$ cat src/rtl/run_pkg.sv
package run_pkg;
  typedef enum logic [1:0] {
    STEP_HOLD    = 2'd0,
    STEP_UP      = 2'd1,
    STEP_DOWN    = 2'd2,
    STEP_RESTART = 2'd3
  } step_e;
endpackage

$ cat src/rtl/run_polarity_sync.sv
module run_polarity_sync #(
  parameter int STAGES = 2
) (
  input  logic clk,
  input  logic rst,
  input  logic bit_in,
  output logic pol_cur,
  output logic pol_prev
);
  logic [STAGES-1:0] chain;

  generate
    if (STAGES == 1) begin : g_single
      always_ff @(posedge clk) begin
        if (rst) chain <= '0;
        else     chain <= bit_in;
      end
    end else begin : g_multi
      always_ff @(posedge clk) begin
        if (rst) chain <= '0;
        else     chain <= {chain[STAGES-2:0], bit_in};
      end
    end
  endgenerate

  always_ff @(posedge clk) begin
    if (rst) begin
      pol_cur  <= 1'b0;
      pol_prev <= 1'b0;
    end else begin
      pol_cur  <= chain[STAGES-1];
      pol_prev <= pol_cur;
    end
  end

  AST_PREV_FOLLOWS: assert property (@(posedge clk) disable iff (rst)
    1'b1 |=> pol_prev == $past(pol_cur));
endmodule

$ cat src/rtl/run_counter.sv
module run_counter
  import run_pkg::*;
#(
  parameter int W = 16
) (
  input  logic                clk,
  input  logic                rst,
  input  step_e               step,
  output logic signed [W-1:0] count
);
  localparam logic signed [W-1:0] MAXV = {1'b0, {(W-1){1'b1}}};
  localparam logic signed [W-1:0] MINV = {1'b1, {(W-1){1'b0}}};

  logic signed [W-1:0] nxt;

  always_comb begin
    nxt = count;
    unique case (step)
      STEP_RESTART: nxt = '0;
      STEP_UP:      if (count != MAXV) nxt = count + 1'b1;
      STEP_DOWN:    if (count != MINV) nxt = count - 1'b1;
      default:      nxt = count;
    endcase
  end

  always_ff @(posedge clk) begin
    if (rst) count <= '0;
    else     count <= nxt;
  end

  AST_SAT_HIGH: assert property (@(posedge clk) disable iff (rst)
    (step == STEP_UP && count == MAXV) |=> count == MAXV);
  AST_SAT_LOW: assert property (@(posedge clk) disable iff (rst)
    (step == STEP_DOWN && count == MINV) |=> count == MINV);
  AST_RESTART_ZERO: assert property (@(posedge clk) disable iff (rst)
    (step == STEP_RESTART) |=> count == '0);
  AST_UP_STEP: assert property (@(posedge clk) disable iff (rst)
    (step == STEP_UP && count != MAXV) |=> count == $past(count) + 1'b1);
endmodule

$ cat src/rtl/run_capture.sv
module run_capture #(
  parameter int W = 16
) (
  input  logic                clk,
  input  logic                rst,
  input  logic                load,
  input  logic signed [W-1:0] din,
  input  logic                clr,
  output logic signed [W-1:0] held,
  output logic                flag
);
  always_ff @(posedge clk) begin
    if (rst) begin
      held <= '0;
      flag <= 1'b0;
    end else begin
      if (load) held <= din;
      if (load)     flag <= 1'b1;
      else if (clr) flag <= 1'b0;
    end
  end

  AST_FLAG_ON_LOAD: assert property (@(posedge clk) disable iff (rst)
    load |=> flag);
  AST_HOLD_STABLE: assert property (@(posedge clk) disable iff (rst)
    !load |=> $stable(held));
  AST_CLEAR_WORKS: assert property (@(posedge clk) disable iff (rst)
    (clr && !load) |=> !flag);
  AST_LOAD_WINS: assert property (@(posedge clk) disable iff (rst)
    (clr && load) |=> flag);
endmodule

$ cat src/rtl/pulse_run_extractor.sv
module pulse_run_extractor
  import run_pkg::*;
#(
  parameter int W           = 16,
  parameter int SYNC_STAGES = 2
) (
  input  logic         clk,
  input  logic         rst,
  input  logic         pulse_in,
  input  logic         clr_req,
  output logic [W-1:0] held_val,
  output logic         new_data
);
  logic                pol_cur;
  logic                pol_prev;
  logic                edge_seen;
  step_e               step;
  logic signed [W-1:0] run_count;
  logic signed [W-1:0] held_s;

  run_polarity_sync #(.STAGES(SYNC_STAGES)) u_sync (
    .clk(clk), .rst(rst), .bit_in(pulse_in),
    .pol_cur(pol_cur), .pol_prev(pol_prev)
  );

  assign edge_seen = pol_cur ^ pol_prev;

  always_comb begin
    if (edge_seen)    step = STEP_RESTART;
    else if (pol_cur) step = STEP_UP;
    else              step = STEP_DOWN;
  end

  run_counter #(.W(W)) u_cnt (
    .clk(clk), .rst(rst), .step(step), .count(run_count)
  );

  run_capture #(.W(W)) u_cap (
    .clk(clk), .rst(rst), .load(edge_seen), .din(run_count),
    .clr(clr_req), .held(held_s), .flag(new_data)
  );

  assign held_val = held_s;

  AST_SIGN_MATCH: assert property (@(posedge clk) disable iff (rst)
    (edge_seen && run_count != '0) |=> held_s[W-1] == !$past(pol_prev));
endmodule

$ cat config.mk
export PLATFORM = sky130hd
export DESIGN_NAME = pulse_run_extractor
export DESIGN_NICKNAME = d
export VERILOG_FILES = /design/src/rtl/run_pkg.sv /design/src/rtl/run_polarity_sync.sv /design/src/rtl/run_counter.sv /design/src/rtl/run_capture.sv /design/src/rtl/pulse_run_extractor.sv
export SDC_FILE = /design/constraint.sdc
export NUM_CORES = 1
export LEC_CHECK = 0
export ABC_CLOCK_PERIOD_IN_PS = 6850
export BUFFER_PORTS_ARGS = -buffer_cell sky130_fd_sc_hd__buf_4
export CAP_MARGIN = 40
export CORE_MARGIN = 2
export CORE_UTILIZATION = 64
export CTS_CLUSTER_DIAMETER = 120
export CTS_CLUSTER_SIZE = 8
export DETAILED_ROUTE_END_ITERATION = 6
export PLACE_DENSITY = 0.93
export RECOVER_POWER = 100
export SLEW_MARGIN = 10
export SYNTH_ARGS = -nofsm -noshare
export SYNTH_HDL_FRONTEND = slang
export SYNTH_SLANG_ARGS = --single-unit
$ cat constraint.sdc
create_clock -name clk -period 6.85 [get_ports clk]
set_clock_uncertainty 0.2 [all_clocks]
set_input_delay 1.37 -clock clk [delete_from_list [all_inputs] [get_ports clk]]
set_output_delay 1.37 -clock clk [all_outputs]
set_load 0.03 [all_outputs]
==> key figures <==
Yosys
  • Register bit total from synthesis: 37
  • Mapped Cells: 321
  • Share of the yosys chip area belonging to registers: 0.2923
  • Yosys Warn Count: 0
  • Post-synth EDFFs: 0
  • Mapped cell area: 2534 µm²
  • Predominant post-synthesis flop cell: dfxtp_1
  • Syn avg cell area: 7.893 µm²
  • Asr flop ratio synth: 0
  • Synth top area cells: dfxtp_1, mux2i_1, nor2_1
  • Yosys top cell area share: 0.2923
  • Syn Nets: 330
  • Leading area contributor after synthesis: dfxtp_1
  • Post-synthesis cell type count: 64

Timing
  • RSZ-0062 raised after global routing: no
  • Worst Setup Slack, final: 2.329 ns
  • Least-Margin Pin Slew: 1.927 ns
  • Crit share post-route: 0.6600
  • Slew Limit Fails: 95
  • Final Hold Vio Count: 0
  • Fin crit period: 4.521 ns
  • Hold_ws: 0.2540 ns
  • Slew margin rel.: -0.2848
  • Peak Freq: 0.2212 GHz
  • Final-report setup violation count: 0
  • Setup_tns: 0 ns

Clock tree
  • Clock Path Buffers: 2
  • Post_cts resized: 0
  • CTS tree: yes
  • Clock slew at reported path FFs: 0.08 ns
  • # hold bufs at CTS: 0
  • Post-CTS Setup Bufs: 0
  • Clk sink count: 37
  • Cts bufs inserted: 5
  • CTS Root Cell: clkbuf_8
  • Clock latency on the worst-skew pair: 0.30 ns
  • H-tree levels: 2

Setup path
  • Critical path type: flip-flop to flip-flop
  • R2r startpoint: u_sync.pol_cur
  • CP max FO: 50
  • Flop-to-flop setup slack: 2.33 ns
  • CP peak stage delay: 1.38 ns
  • Most common cell on crit path: ha_1
  • Worst Setup SP: u_sync.pol_cur
  • Crit path DAT: 4.56 ns
  • Critical Path RT: 6.89 ns
  • Critical path's slowest cell: clkbuf_1
  • Critical Path Start Type: flip-flop
  • Worst reg-to-reg path cell count: 11
  • CP bufs+invs: 2
  • CP Capture Type: flip-flop
  • CP Cell Sequence: inv_1 -> ha_1 -> clkbuf_1 -> xor2_1 -> ha_1 -> a21boi_0 -> o22ai_1 -> o21ai_0 -> a2111oi_0 -> o2111ai_1 -> nand4_1
  • R2r endpoint: u_cnt.count[14]
  • CP top delay family: compound AO/OA/AOI/OAI gates

Floorplanning
  • Cell row count: 22
  • Die width: 66.92 µm
  • Die Ht: 66.92 µm
  • I/O pin count: 21
  • Die ar.: 4478 µm²
  • Initial core utilization: 0.6768
  • Core area: 3744 µm²

GRT
  • Initial antenna violation count: 0
  • GRT Total Usage: 0.3058
  • Vias in the first global route: 2176
  • First-pass GRT wire length: 10.37 mm
  • Grt total ovfl: 0
  • Largest net degree at the start of global routing: 51

Placed design
  • Place WS: 3.528 ns
  • PortBufs: 20
  • Cells after DPL: 363
  • Cell Area, Placed: 2630 µm²
  • Routability congestion estimate: 0.9296
  • DPL Wire Length: 4.111 mm

Layout
  • Highest-count cells in the layout ignoring fill and taps: dfxtp_1, nor2_1, clkbuf_1
  • Fin area: 2655 µm²
  • Nets@finish: 331
  • Area Growth Syn to Fin: 4.790%
  • Post-route insts no fill: 371
  • Share of cells above drive strength 1: 0.06192
  • Most common cell after layout, fill and taps aside: dfxtp_1
  • # diodes: 0

Power
  • Pwr/cell area: 362.9 nW/µm²
  • Worst vdd ir: 0.0001629 V
  • Static Leak: 0.9680 nW

Detailed routing
  • Average vias per placed instance: 6.774
  • DRC Markers: 0
  • Post-route ant nets: 0
  • Vias: 2513
  • Iteration-0 DRC Markers: 287
  • WL final: 6.333 mm
  • Drt first pass iters: 6
  • Avg WL per Cell: 17.07 µm

Min path
  • WHS Endpoint: u_sync.pol_cur
  • Worst hold path cell count: 1
  • Min-delay src: u_sync.chain[1]
  • Worst Hold Class: flip-flop to flip-flop

Job
  • Max Cap Viol: 2

Outcome
  • Status: complete, but fails checks
  • Failing checks: capacitance limit, slew limit
## through the flow
stage | util | power (W)
after floorplan | - | 0.0007012
after global placement | 0.7025 | 0.0007739
after detailed placement | 0.7025 | 0.0007896
after CTS | 0.7283 | 0.0009526
after global routing | 0.7092 | 0.001025
final | 0.7092 | 0.0009636
## worst register-to-register path: cells and delay by family (launching register included)
family | cells | cell delay [ns]
AO/OA/AOI/OAI | 5 | 1.73
flip-flops | 1 | 0.32
buffers and inverters | 2 | 1.48
adder cells (fa/ha/maj) | 2 | 0.45
AND/OR/NAND/NOR | 1 | 0.13
XOR/XNOR | 1 | 0.17
## registers in the layout, indices dropped and copies added, names as in the netlist
signal / flops
u_sync.pol_prev: 1
u_sync.chain: 2
u_sync.pol_cur: 1
u_cap.flag: 1
u_cap.held: 16
u_cnt.count: 16
## cell usage after synthesis, types with 6 or more instances
| master | count |
|---|---|
| a21oi_1 | 18 |
| a31oi_1 | 6 |
| buf_2 | 6 |
| clkbuf_1 | 14 |
| dfxtp_1 | 37 |
| inv_1 | 9 |
| mux2i_1 | 18 |
| nand2_1 | 17 |
| nand2b_1 | 7 |
| nand3_1 | 7 |
| nand3b_1 | 7 |
| nand4_1 | 8 |
| nor2_1 | 32 |
| nor2b_1 | 8 |
| o21ai_0 | 18 |
| or3_1 | 6 |
## per-layer routing
metal,GRT usage,wire length (µm),vias up,part of all wire
met4,0.1378,189,0,0.030
li1,-,-,1198,-
met5,0,0,-,0
met1,0.4071,2732,1154,0.43
met3,0.07095,476,21,0.075
met2,0.4675,2935,140,0.46
## logic make-up (layout without fill, tap and decap cells)
| logic type | Yosys count | count (layout) | share of synthesized area |
|---|---|---|---|
| xor+xnor | 4 | 4 | 0.01383 |
| mux | 18 | 18 | 0.07111 |
| simple gates | 129 | 129 | 0.2874 |
| buf+inv | 38 | 40 | 0.06716 |
| compound gates | 90 | 90 | 0.2435 |
| flops | 37 | 37 | 0.2923 |
| fa+ha+maj | 5 | 5 | 0.02469 |
## power breakdown
part	internal, W	switching (W)	leakage (nW)
Clock	0.0000815	0.0000812	0.0512
Sequential	0.000253	0.0000997	0.303
Combinational	0.000201	0.000248	0.614
## worst max-delay path by stage
stage	to	slack, ns	depth (start not counted)
after global routing	u_cnt.count[12]	1.90	8
final	u_cnt.count[14]	2.33	11
after global placement	u_cnt.count[10]	3.66	11
after detailed placement	u_cnt.count[10]	3.53	11
after floorplan	u_cnt.count[10]	3.08	15
after CTS	u_cnt.count[10]	3.52	11
## final cells by class
type	instances	area [µm²]
Multi-Input combinational cell	246	1623
Sequential cell	37	740.7
Tap cell	48	60.06
Clock inverter	2	13.76
Inverter	9	33.78
Fill cell	327	1089
Clock buffer	6	82.58
Timing Repair Buffer	23	101.3
Power figures use the tool's default switching activity.
